File: src/rtl/dma_term_pkg.sv
package dma_term_pkg;
  typedef enum logic [1:0] {
    CH_IDLE  = 2'd0,
    CH_RUN   = 2'd1,
    CH_DRAIN = 2'd2
  } ch_state_e;
endpackage

File: src/rtl/dma_term_chan.sv
module dma_term_chan
  import dma_term_pkg::*;
#(
  parameter int CNT_W      = 16,
  parameter int BEAT_BYTES = 4
) (
  input  logic             clk,
  input  logic             rst_n,
  input  logic             wr,
  input  logic             wr_start,
  input  logic             wr_stop,
  input  logic             wr_irq_en,
  input  logic             wr_clr,
  input  logic [CNT_W-1:0] wr_bytes,
  input  logic             ack,
  input  logic             pend,
  input  logic             err,
  output logic             active,
  output logic             abn,
  output logic             done,
  output logic             irq_en
);
  localparam logic [CNT_W-1:0] BEAT_L = CNT_W'(BEAT_BYTES);

  ch_state_e        st_q, st_d;
  logic [CNT_W-1:0] cnt_q, cnt_d;
  logic             end_q, end_d;
  logic             done_q, done_d;
  logic             en_q, en_d;
  logic             term;
  logic             cnt_en;

  // next-state logic
  always_comb begin
    st_d   = st_q;
    cnt_d  = cnt_q;
    end_d  = end_q;
    en_d   = wr ? wr_irq_en : en_q;
    term   = 1'b0;
    cnt_en = 1'b0;
    unique case (st_q)
      CH_IDLE: begin
        if (wr && wr_start && !done_q) begin
          end_d = 1'b0;
          if (wr_bytes == '0) begin
            term = 1'b1;
          end else begin
            st_d   = CH_RUN;
            cnt_d  = wr_bytes;
            cnt_en = 1'b1;
          end
        end
      end
      CH_RUN: begin
        if (err || (wr && wr_stop)) begin
          end_d = 1'b1;
          st_d  = CH_DRAIN;
        end else if (ack) begin
          cnt_en = 1'b1;
          if (cnt_q <= BEAT_L) begin
            term  = 1'b1;
            st_d  = CH_IDLE;
            cnt_d = '0;
          end else begin
            cnt_d = cnt_q - BEAT_L;
          end
        end
      end
      CH_DRAIN: begin
        if (!pend || ack) begin
          term = 1'b1;
          st_d = CH_IDLE;
        end
      end
      default: st_d = CH_IDLE;
    endcase
    if (term)               done_d = 1'b1;
    else if (wr && wr_clr)  done_d = 1'b0;
    else                    done_d = done_q;
  end

  // registers
  always_ff @(posedge clk or negedge rst_n) begin
    if (!rst_n) begin
      st_q   <= CH_IDLE;
      cnt_q  <= '0;
      end_q  <= 1'b0;
      done_q <= 1'b0;
      en_q   <= 1'b0;
    end else begin
      st_q   <= st_d;
      end_q  <= end_d;
      done_q <= done_d;
      en_q   <= en_d;
      if (cnt_en) cnt_q <= cnt_d;
    end
  end

  assign active = (st_q != CH_IDLE);
  assign abn    = end_q;
  assign done   = done_q;
  assign irq_en = en_q;

  assert_done_sticky_R6: assert property (@(posedge clk) disable iff (!rst_n)
    done_q && !(wr && wr_clr) |=> done_q);
  assert_abn_while_active_R4: assert property (@(posedge clk) disable iff (!rst_n)
    $rose(end_q) |-> active);
  assert_end_sets_done_R2: assert property (@(posedge clk) disable iff (!rst_n)
    $fell(active) |-> done_q);
  assert_start_blocked_R7: assert property (@(posedge clk) disable iff (!rst_n)
    done_q && !active && !(wr && wr_clr) |=> !active);
  assert_idle_no_abn_R9: assert property (@(posedge clk) disable iff (!rst_n)
    !active && !(wr && wr_start) |=> $stable(end_q));
endmodule

File: src/rtl/dma_irq_merge.sv
module dma_irq_merge #(
  parameter int NCH = 4
) (
  input  logic           clk,
  input  logic           rst_n,
  input  logic [NCH-1:0] done,
  input  logic [NCH-1:0] irq_en,
  output logic           irq
);
  logic irq_q, irq_d;

  always_comb irq_d = |(done & irq_en);

  always_ff @(posedge clk or negedge rst_n) begin
    if (!rst_n) irq_q <= 1'b0;
    else        irq_q <= irq_d;
  end

  assign irq = irq_q;

  assert_irq_quiet_R8: assert property (@(posedge clk) disable iff (!rst_n)
    !(|(done & irq_en)) |=> !irq_q);
  assert_irq_raise_R8: assert property (@(posedge clk) disable iff (!rst_n)
    (|(done & irq_en)) |=> irq_q);
endmodule

File: src/rtl/dma_term_ctrl.sv
module dma_term_ctrl #(
  parameter int NCH        = 4,
  parameter int CNT_W      = 16,
  parameter int BEAT_BYTES = 4
) (
  input  logic                 clk,
  input  logic                 rst_n,
  input  logic [NCH-1:0]       cfg_wr,
  input  logic [NCH-1:0]       cfg_start,
  input  logic [NCH-1:0]       cfg_stop,
  input  logic [NCH-1:0]       cfg_irq_en,
  input  logic [NCH-1:0]       cfg_clr_done,
  input  logic [NCH*CNT_W-1:0] cfg_bytes,
  input  logic [NCH-1:0]       beat_ack,
  input  logic [NCH-1:0]       beat_pend,
  input  logic [NCH-1:0]       bus_err,
  output logic [NCH-1:0]       xfer_active,
  output logic [NCH-1:0]       abn_end,
  output logic [NCH-1:0]       done_flag,
  output logic                 irq
);
  logic [NCH-1:0] en_vec;

  for (genvar c = 0; c < NCH; c++) begin : g_ch
    dma_term_chan #(
      .CNT_W     (CNT_W),
      .BEAT_BYTES(BEAT_BYTES)
    ) u_ch (
      .clk      (clk),
      .rst_n    (rst_n),
      .wr       (cfg_wr[c]),
      .wr_start (cfg_start[c]),
      .wr_stop  (cfg_stop[c]),
      .wr_irq_en(cfg_irq_en[c]),
      .wr_clr   (cfg_clr_done[c]),
      .wr_bytes (cfg_bytes[c*CNT_W +: CNT_W]),
      .ack      (beat_ack[c]),
      .pend     (beat_pend[c]),
      .err      (bus_err[c]),
      .active   (xfer_active[c]),
      .abn      (abn_end[c]),
      .done     (done_flag[c]),
      .irq_en   (en_vec[c])
    );
  end

  dma_irq_merge #(.NCH(NCH)) u_irq (
    .clk   (clk),
    .rst_n (rst_n),
    .done  (done_flag),
    .irq_en(en_vec),
    .irq   (irq)
  );
endmodule

File: config.mk
export PLATFORM = sky130hd
export DESIGN_NAME = dma_term_ctrl
export DESIGN_NICKNAME = d
export VERILOG_FILES = /design/src/rtl/dma_term_pkg.sv /design/src/rtl/dma_term_chan.sv /design/src/rtl/dma_irq_merge.sv /design/src/rtl/dma_term_ctrl.sv
export SDC_FILE = /design/constraint.sdc
export NUM_CORES = 1
export LEC_CHECK = 0
export BUFFER_PORTS_ARGS = -buffer_cell sky130_fd_sc_hd__buf_2
export CORE_MARGIN = 3
export CORE_UTILIZATION = 40
export DETAILED_ROUTE_END_ITERATION = 16
export SETUP_SLACK_MARGIN = 0.1
export SLEW_MARGIN = 20
export SYNTH_ARGS = -nofsm -noshare
export SYNTH_HDL_FRONTEND = slang
export SYNTH_SLANG_ARGS = --single-unit
File: constraint.sdc
create_clock -name clk -period 2.1 [get_ports clk]
set_clock_uncertainty 0.05 [all_clocks]
set_input_delay 0 -clock clk [delete_from_list [all_inputs] [get_ports clk]]
set_output_delay 0 -clock clk [all_outputs]
set_load 0.01 [all_outputs]
==> results of run 1 <==
synthesized netlist by cell type, types with 6 or more instances:
cell,instances
a21o_1,6
a21oi_1,30
a22o_1,28
a22oi_1,11
a2bb2oi_1,9
a32oi_1,8
buf_4,13
clkbuf_1,18
dfrtp_1,85
ha_1,8
inv_1,21
nand2_1,70
nand2b_1,13
nand3_1,11
nor2_1,41
nor3_1,30
nor4_1,21
o21ai_0,57
o2bb2ai_1,12
o31ai_1,10
o41ai_1,6
or3_1,7
metal layers:
| metal | global-route usage (%) | routed length (µm) | part of all wire [%] |
|---|---|---|---|
| met5 | 0 | 0 | 0 |
| met4 | 6.16 | 275 | 1.6 |
| met3 | 5.10 | 882 | 5.2 |
| met2 | 39.4 | 8340 | 49 |
| met1 | 30.1 | 7510 | 44 |
cell families (layout without fill, tap and decap cells):
logic type / Yosys count / count (layout) / share of synthesized area [%]
and+or+nand+nor: 234 / 234 / 22.4
muxes: 4 / 4 / 0.856
buffers and inverters: 56 / 314 / 5.11
DFF: 85 / 85 / 40.4
AOI/OAI and AO/OA: 220 / 220 / 29.3
adders and majority gates: 8 / 8 / 1.90
sequential cells by signal (all words and copies together) (netlist names):
name,count
g_ch.u_ch.abn,4
g_ch.u_ch.cnt_q,64
g_ch.u_ch.done,4
g_ch.u_ch.irq_en,4
g_ch.u_ch.st_q,8
u_irq.irq,1
metrics by stage:
step | hold slack [ns] | area, µm² | util (%)
6_report | 0.0257 | 7990 | 62.8
5_1_grt | 0.0347 | 7990 | 62.8
4_1_cts | 0.00170 | 7690 | 60.5
3_5_place_dp | -0.0989 | 6430 | 50.6
3_3_place_gp | -0.0988 | 6430 | 50.6
2_1_floorplan | -0.346 | 5270 | -
power breakdown:
group	leakage (µW)	internal [µW]	switching (µW)
Combinational	0.00235	2270	2260
Clock	0.000139	940	634
Sequential	0.00104	2370	697
Total	0.00353	5580	3590
cell usage in the layout, fill, tap and decap left out, drive strengths merged, types with 5 or more instances in the layout:
master       instances
or3                  7
inv                 21
a32oi                8
ha                   8
a2bb2oi              9
nor2b                5
o2bb2ai             12
o31ai               10
a22o                28
nor3                30
o21ai               63
a22oi               11
dlygate4sd3         89
o22ai                5
or2                  5
nor2                41
a21oi               30
and2                 6
nand4                5
buf                189
o41ai                6
and3                 5
clkbuf              13
nor4                23
nand2               70
dfrtp               85
nand2b              13
nand3               11
a21o                 6
what timing repair did:
item / CTS / global route
pin swaps: 4 / 23
endpoints found under the setup margin: 26 / 59
gates cloned: 0 / 1
hold buffers: 90 / 0
hold endpoints to repair: 158 / 0
gates resized for setup: 15 / 47
setup buffers: 1 / 9
area by class of cell:
cell class	count	area, µm²
clock buffer	12	246
clock inverter	2	35.0
fill	1069	4730
inverter	21	78.8
multi-input combinational	466	3150
sequential	85	2130
tap	172	215
timing repair buffer	279	2140
worst max-delay path: stages, from the launching register on:
cell,delay (ns)
dfrtp_1,0.38
inv_2,0.08
ha_4,0.12
or3b_4,0.37
a2111o_1,0.42
o21ai_4,0.22
buf_6,0.15
a21oi_1,0.04
o221a_2,0.22
worst max-delay path by stage:
stage                                             from                                  to  slack [ns]  cells past startpoint
finish               g_ch[1].u_ch.cnt_q[3]$_DFFE_PN0P_   g_ch[1].u_ch.cnt_q[9]$_DFFE_PN0P_       -0.06                      8
global route         g_ch[1].u_ch.cnt_q[3]$_DFFE_PN0P_   g_ch[1].u_ch.cnt_q[0]$_DFFE_PN0P_       -0.13                      8
CTS                 g_ch[1].u_ch.cnt_q[12]$_DFFE_PN0P_   g_ch[1].u_ch.cnt_q[9]$_DFFE_PN0P_       -0.04                      6
detailed placement   g_ch[1].u_ch.cnt_q[3]$_DFFE_PN0P_   g_ch[1].u_ch.cnt_q[9]$_DFFE_PN0P_       -0.09                      8
global placement     g_ch[1].u_ch.cnt_q[3]$_DFFE_PN0P_   g_ch[1].u_ch.cnt_q[9]$_DFFE_PN0P_       -0.08                      8
floorplan            g_ch[1].u_ch.cnt_q[3]$_DFFE_PN0P_  g_ch[1].u_ch.cnt_q[12]$_DFFE_PN0P_       -0.03                      8
==> summary.txt, run 1 <==
Setup path
  – R2r endpoint: g_ch[1].u_ch.cnt_q[9]$_DFFE_PN0P_
  – Worst reg2reg startpoint: g_ch[1].u_ch.cnt_q[3]$_DFFE_PN0P_
  – Setup crit end kind: flop
  – WS Path Type: flop to flop
  – Setup crit start kind: flop
  – Worst-path fanout max: 5
  – Worst Reg-to-Reg Cells: 8
  – Arrival time worst endpoint: 2.34 ns
  – R2r setup slk: -0.06 ns
  – CP required: 2.28 ns

Clock tree
  – CTS Buffer Depth: 2
  – Worst-skew pair later-pin latency: 0.35 ns
  – Clock net sink count: 85
  – H-tree depth: 3
  – Cts bufs inserted: 9
  – Root Buffer: clkbuf_16
  – CTS tree: built
  – Clock-pin slew on the worst setup and hold paths: 0.06 ns

Drt
  – First-iteration detailed-routing DRC count: 375
  – Final wirelength: between 15,000 and 20,000 µm
  – Vias: 5,860
  – DR vias/cell: between 5 and 6
  – Routed Antenna Nets: 0
  – Drt drc: 0
  – Mean routed wirelength per cell: about 16 µm
  – Pre-antenna DRT Iters: 8

Floorplanning
  – Die W: 121 µm
  – Row cnt: a little over 40
  – Total core area: 12,700 µm²
  – Top-level I/O count: about 110
  – Die Footprint: between 10,000 and 15,000 µm²
  – Initial Util: 41.4%
  – Die height: about 120 µm

GRT
  – Global-route usage over all layers: 23.2%
  – First-pass GRT wire length: 27,400 µm
  – Pin count of the biggest net entering global routing: 41
  – Number of global-route vias before repair: around 5,700
  – Congestion Overflow GR: 0
  – Initial antenna violation count: 0

Logic synthesis
  – Netlist area before placement: between 5000 and 6000 µm²
  – Share of the synthesized area in the top cell type: ~40%
  – Yosys cell types: 61
  – Synth Instances: 607
  – Synthesis Warnings: 0
  – Post-synth ARST share: 100%
  – Sequential fraction of the synthesis area: between 40 and 50%
  – Register bit total from synthesis: 85
  – Post-Syn Area per Cell: 8.67 µm²
  – Leading area contributor after synthesis: dfrtp_1
  – EDFF count, synth: 0
  – Primary FF master, synth: dfrtp_1
  – Synth Net Count: 713
  – Synth area leaders: dfrtp_1 (40%), o21ai_0 (5.4%), nand2_1 (5.0%)

Place
  – Post-place setup slack: -0.0923 ns
  – Final GP Congestion: 0.894
  – Port-buffer cells: between 100 and 150
  – HPWL after DPL: 11,600 µm
  – Placed cell count: a little over 900

Hold path
  – Worst Hold Path Cells: 3
  – Min-Delay Path Class: input port to flop
  – Hold path start: cfg_stop[1]
  – Hold EP: g_ch[1].u_ch.st_q[0]$_DFFE_PN0P_

Power
  – PwrDens: roughly 1100 nW/µm²
  – Peak VDD IR: 0.581 mV
  – Total power: roughly 9200 µW
  – Pleak: 0.00353 µW

Timing
  – Slew margin rel.: 56.3%
  – Setup_tns: -0.418 ns
  – Final hold vios: 0
  – Min Tclk post-route: 2.16 ns
  – Max Slew Vio Count: 0
  – Tightest Pin Transition: 0.655 ns
  – RSZ-0062 raised after global routing: yes
  – F_max: 0.464 GHz
  – Period Utilization, post-route: 103%
  – # setup viols final: 13
  – Setup ws final: -0.0574 ns

Job
  – Max-Cap Viols: 0

Layout
  – Final std cells w/o fill: 1,037
  – # diodes: 0
  – Share of layout cells above drive strength 1: 30.9%
  – Final Net Count: 968
  – Area Growth Syn to Fin: 51.8%

Run status
  – Violated checks: negative setup slack
  – Status: finished with violations
Power figures use the tool's default switching activity.
==> run 2: changes to the inputs <==
--- a/config.mk
+++ b/config.mk
@@ -9,7 +9,7 @@
 export CORE_MARGIN = 3
 export CORE_UTILIZATION = 40
 export DETAILED_ROUTE_END_ITERATION = 16
-export SETUP_SLACK_MARGIN = 0.1
+export SETUP_SLACK_MARGIN = 0.15
 export SLEW_MARGIN = 20
 export SYNTH_ARGS = -nofsm -noshare
 export SYNTH_HDL_FRONTEND = slang
==> run 2 against run 1 <==
The flow still finishes with violations (negative setup slack). Setup slack got worse by 0.039 ns. Routed wire length up 6.2%. Sequential share of layout area shrank 0.86 points. First-iteration DRC count shrank 19%. Cell count is 0.87% higher. Power grew 5.3%. Fmax shrank 1.8%. Via count grew 1.0%. Combinational power rose by 8.8%. Utilization increased by 2.1 points. Critical path type unchanged. Largest cell class unchanged. Largest power group unchanged.
==> summary.txt, run 2 (synthesis gave the netlist of run 1 again) <==
Drt
  – Vias: 5,920 (+1.0%)
  – First-iteration detailed-routing DRC count: 303 (-19%)
  – Mean routed wirelength per cell: 17.3 µm (+5.3%)
  – Pre-antenna DRT Iters: 5 (-3)
  – Routed Antenna Nets: 0 (unchanged)
  – Final wirelength: 18,100 µm (+6.2%)
  – Drt drc: 0 (unchanged)
  – DR vias/cell: 5.66 (+0.15%)

Setup path
  – Worst Reg-to-Reg Cells: 8 (unchanged)
  – Arrival time worst endpoint: 2.38 ns (+0.04 ns)
  – Worst reg2reg startpoint: g_ch[1].u_ch.cnt_q[3]$_DFFE_PN0P_
  – R2r setup slk: -0.1 ns (-0.04 ns)
  – Worst-path fanout max: 5 (unchanged)
  – WS Path Type: flop to flop
  – Setup crit end kind: flop
  – R2r endpoint: g_ch[1].u_ch.cnt_q[5]$_DFFE_PN0P_
  – Setup crit start kind: flop
  – CP required: 2.29 ns (about the same)

Layout
  – # diodes: 0 (unchanged)
  – Largest reg by FF count: g_ch.u_ch.cnt_q
  – Fillers: 1,063 (-0.56%)
  – Most common cell after layout, fill and taps aside: buf_2
  – Top Registers: g_ch.u_ch.cnt_q x64, g_ch.u_ch.st_q x8
  – Storage element area: 2130 µm² (about the same)
  – Final Net Count: 977 (+0.93%)
  – Area Growth Syn to Fin: 56.8%
  – Share of layout cells above drive strength 1: 35.1% (+4.3 points)
  – Max FFs per register: 64 (unchanged)
  – Commonest non-fill, non-tap cells in the layout: buf_2 (110), dlygate4sd3_1 (87), dfrtp_1 (84)
  – Multi-input gate area: 3340 µm² (+6.1%)

Clock tree
  – Root Buffer: clkbuf_16
  – CTS Buffer Depth: 2 (unchanged)
  – H-tree depth: 3 (unchanged)
  – CTS tree: built
  – Worst-skew pair later-pin latency: 0.34 ns (about the same)
  – Clock-pin slew on the worst setup and hold paths: 0.07 ns (about the same)
  – Clock net sink count: 85 (unchanged)
  – Cts bufs inserted: 9 (unchanged)

Timing
  – RSZ-0062 raised after global routing: yes
  – Setup ws final: -0.0968 ns (-0.0394 ns)
  – WHS: 0.0142 ns (-0.0115 ns)
  – Period Utilization, post-route: 105% (+1.9 points)
  – F_max: 0.455 GHz (-1.8%)
  – Final hold vios: 0 (unchanged)
  – Setup_tns: -0.899 ns (-0.481 ns)
  – Min Tclk post-route: 2.20 ns (+0.0394 ns)
  – Max Slew Vio Count: 0 (unchanged)
  – Tightest Pin Transition: 0.616 ns (-0.0384 ns)
  – Slew margin rel.: 58.9% (+2.6 points)
  – # setup viols final: 16 (+3)

Run status
  – Violated checks: negative setup slack
  – Status: finished with violations

Power
  – Comb pwr share: 51.0% (+1.6 points)
  – Switching part of the total: 39.9% (+0.74 points)
  – Peak VDD IR: 0.573 mV (-1.4%)
  – Sequential Power Share: 32.6% (-0.9 points)
  – Clock power share: 16.4% (-0.8 points)
  – Internal power: 5800 µW (+4.0%)
  – Pleak: 0.00362 µW (+2.6%)
  – PwrDens: 1170 nW/µm² (+1.9%)
  – Switch Pwr: 3850 µW (+7.2%)

GRT
  – Global-route usage over all layers: 24.2% (+0.96 points)
  – Pin count of the biggest net entering global routing: 44 (+7.3%)
  – Number of global-route vias before repair: 6,049 (+5.7%)
  – Initial antenna violation count: 0 (unchanged)
  – Congestion Overflow GR: 0 (unchanged)
  – First-pass GRT wire length: 28,600 µm (+4.1%)

Floorplanning
  – Initial Util: 41.4% (unchanged)
  – Die height: 121 µm (unchanged)
  – Die Footprint: 14,600 µm² (unchanged)
  – Top-level I/O count: 111 (unchanged)
  – Row cnt: 41 (unchanged)
  – Die W: 121 µm (unchanged)
  – Total core area: 12,700 µm² (unchanged)

Hold path
  – Worst Hold Path Cells: 4 (+1)
  – Hold EP: g_ch[0].u_ch.cnt_q[15]$_DFFE_PN0P_
  – Min-Delay Path Class: input port to flop
  – Hold path start: cfg_bytes[15]

Place
  – Final GP Congestion: 0.879 (-1.7%)
  – HPWL after DPL: 11,900 µm (+2.4%)
  – Port-buffer cells: 110 (unchanged)
  – Post-place setup slack: -0.164 ns (-0.0718 ns)

Job
  – Max-Cap Viols: 0 (unchanged)
==> run 2: changes by cell type in the layout (fill, tap and decap cells not counted), moves of 3 or more <==
cell	delta
nor4_2	+3
o21ai_0	-10
a21oi_1	-3
nor3_1	-3
buf_4	+3
o21ai_2	+4
buf_6	+9
nor4_1	-4
o21ai_1	+6
==> run 2: per-layer routing <==
metal | wire length, µm | up-vias | global-route usage [%]
li1 | - | 2827 | -
met1 | 7770 | 2862 | 29.6
met2 | 9020 | 209 | 42.5
met3 | 1030 | 22 | 5.38
met4 | 239 | 0 | 7.22
met5 | 0 | - | 0
==> run 2: critical path: stages (launching register included) <==
cell	delay [ns]
dfrtp_1	0.39
inv_2	0.09
ha_4	0.12
or3b_4	0.37
a2111o_1	0.42
o21ai_4	0.23
buf_4	0.16
o21ai_1	0.07
a22o_1	0.18
==> run 2: cell type report <==
type / count / share of cell area [%]
Clock buffer: 12 / 2.99
Clock inverter: 2 / 0.425
Inverter: 21 / 0.955
Multi-Input combinational cell: 466 / 40.5
Sequential cell: 85 / 25.8
Tap cell: 172 / 2.61
Timing Repair Buffer: 288 / 26.7
==> run 2: worst max-delay path by stage <==
stage,start,to,slack [ns],cells after the start
detailed placement,g_ch[1].u_ch.cnt_q[3]$_DFFE_PN0P_,g_ch[1].u_ch.cnt_q[9]$_DFFE_PN0P_,-0.16,8
global placement,g_ch[1].u_ch.cnt_q[3]$_DFFE_PN0P_,g_ch[1].u_ch.cnt_q[9]$_DFFE_PN0P_,-0.08,8
CTS,g_ch[1].u_ch.cnt_q[3]$_DFFE_PN0P_,g_ch[1].u_ch.cnt_q[1]$_DFFE_PN0P_,-0.08,8
floorplan,g_ch[1].u_ch.cnt_q[3]$_DFFE_PN0P_,g_ch[1].u_ch.cnt_q[12]$_DFFE_PN0P_,-0.03,8
finish,g_ch[1].u_ch.cnt_q[3]$_DFFE_PN0P_,g_ch[1].u_ch.cnt_q[5]$_DFFE_PN0P_,-0.1,8
global route,g_ch[1].u_ch.cnt_q[3]$_DFFE_PN0P_,g_ch[1].u_ch.cnt_q[6]$_DFFE_PN0P_,-0.17,8
==> run 2: what timing repair did <==
| item | CTS | global route |
|---|---|---|
| setup buffers | 10 | 10 |
| cloned | 1 | 2 |
| endpoints found under the hold margin | 115 | 0 |
| gates resized for setup | 43 | 76 |
| hold buffers | 88 | 0 |
| pin swaps | 15 | 34 |
| endpoints found under the setup margin | 42 | 70 |
==> run 2: power by group through the flow <==
| stage | Sequential (µW) | Clock, µW | Combinational (µW) |
|---|---|---|---|
| finish | 3140 | 1580 | 4920 |
| CTS | 3050 | 1620 | 4410 |
| global placement | 3010 | 0 | 3840 |
| global route | 3240 | 1680 | 5360 |
| detailed placement | 3030 | 0 | 3940 |
| floorplan | 2940 | 0 | 2540 |
==> run 2: per-stage QoR <==
stage               instance area, µm²  power, µW  utilization [%]  cells
global route                      8250      10300             64.9   1046
floorplan                         5280       5480                -    607
finish                            8250       9650             64.9   1046
detailed placement                6410       6970             50.4    922
CTS                               7860       9080             61.8   1035
global placement                  6410       6850             50.4    922
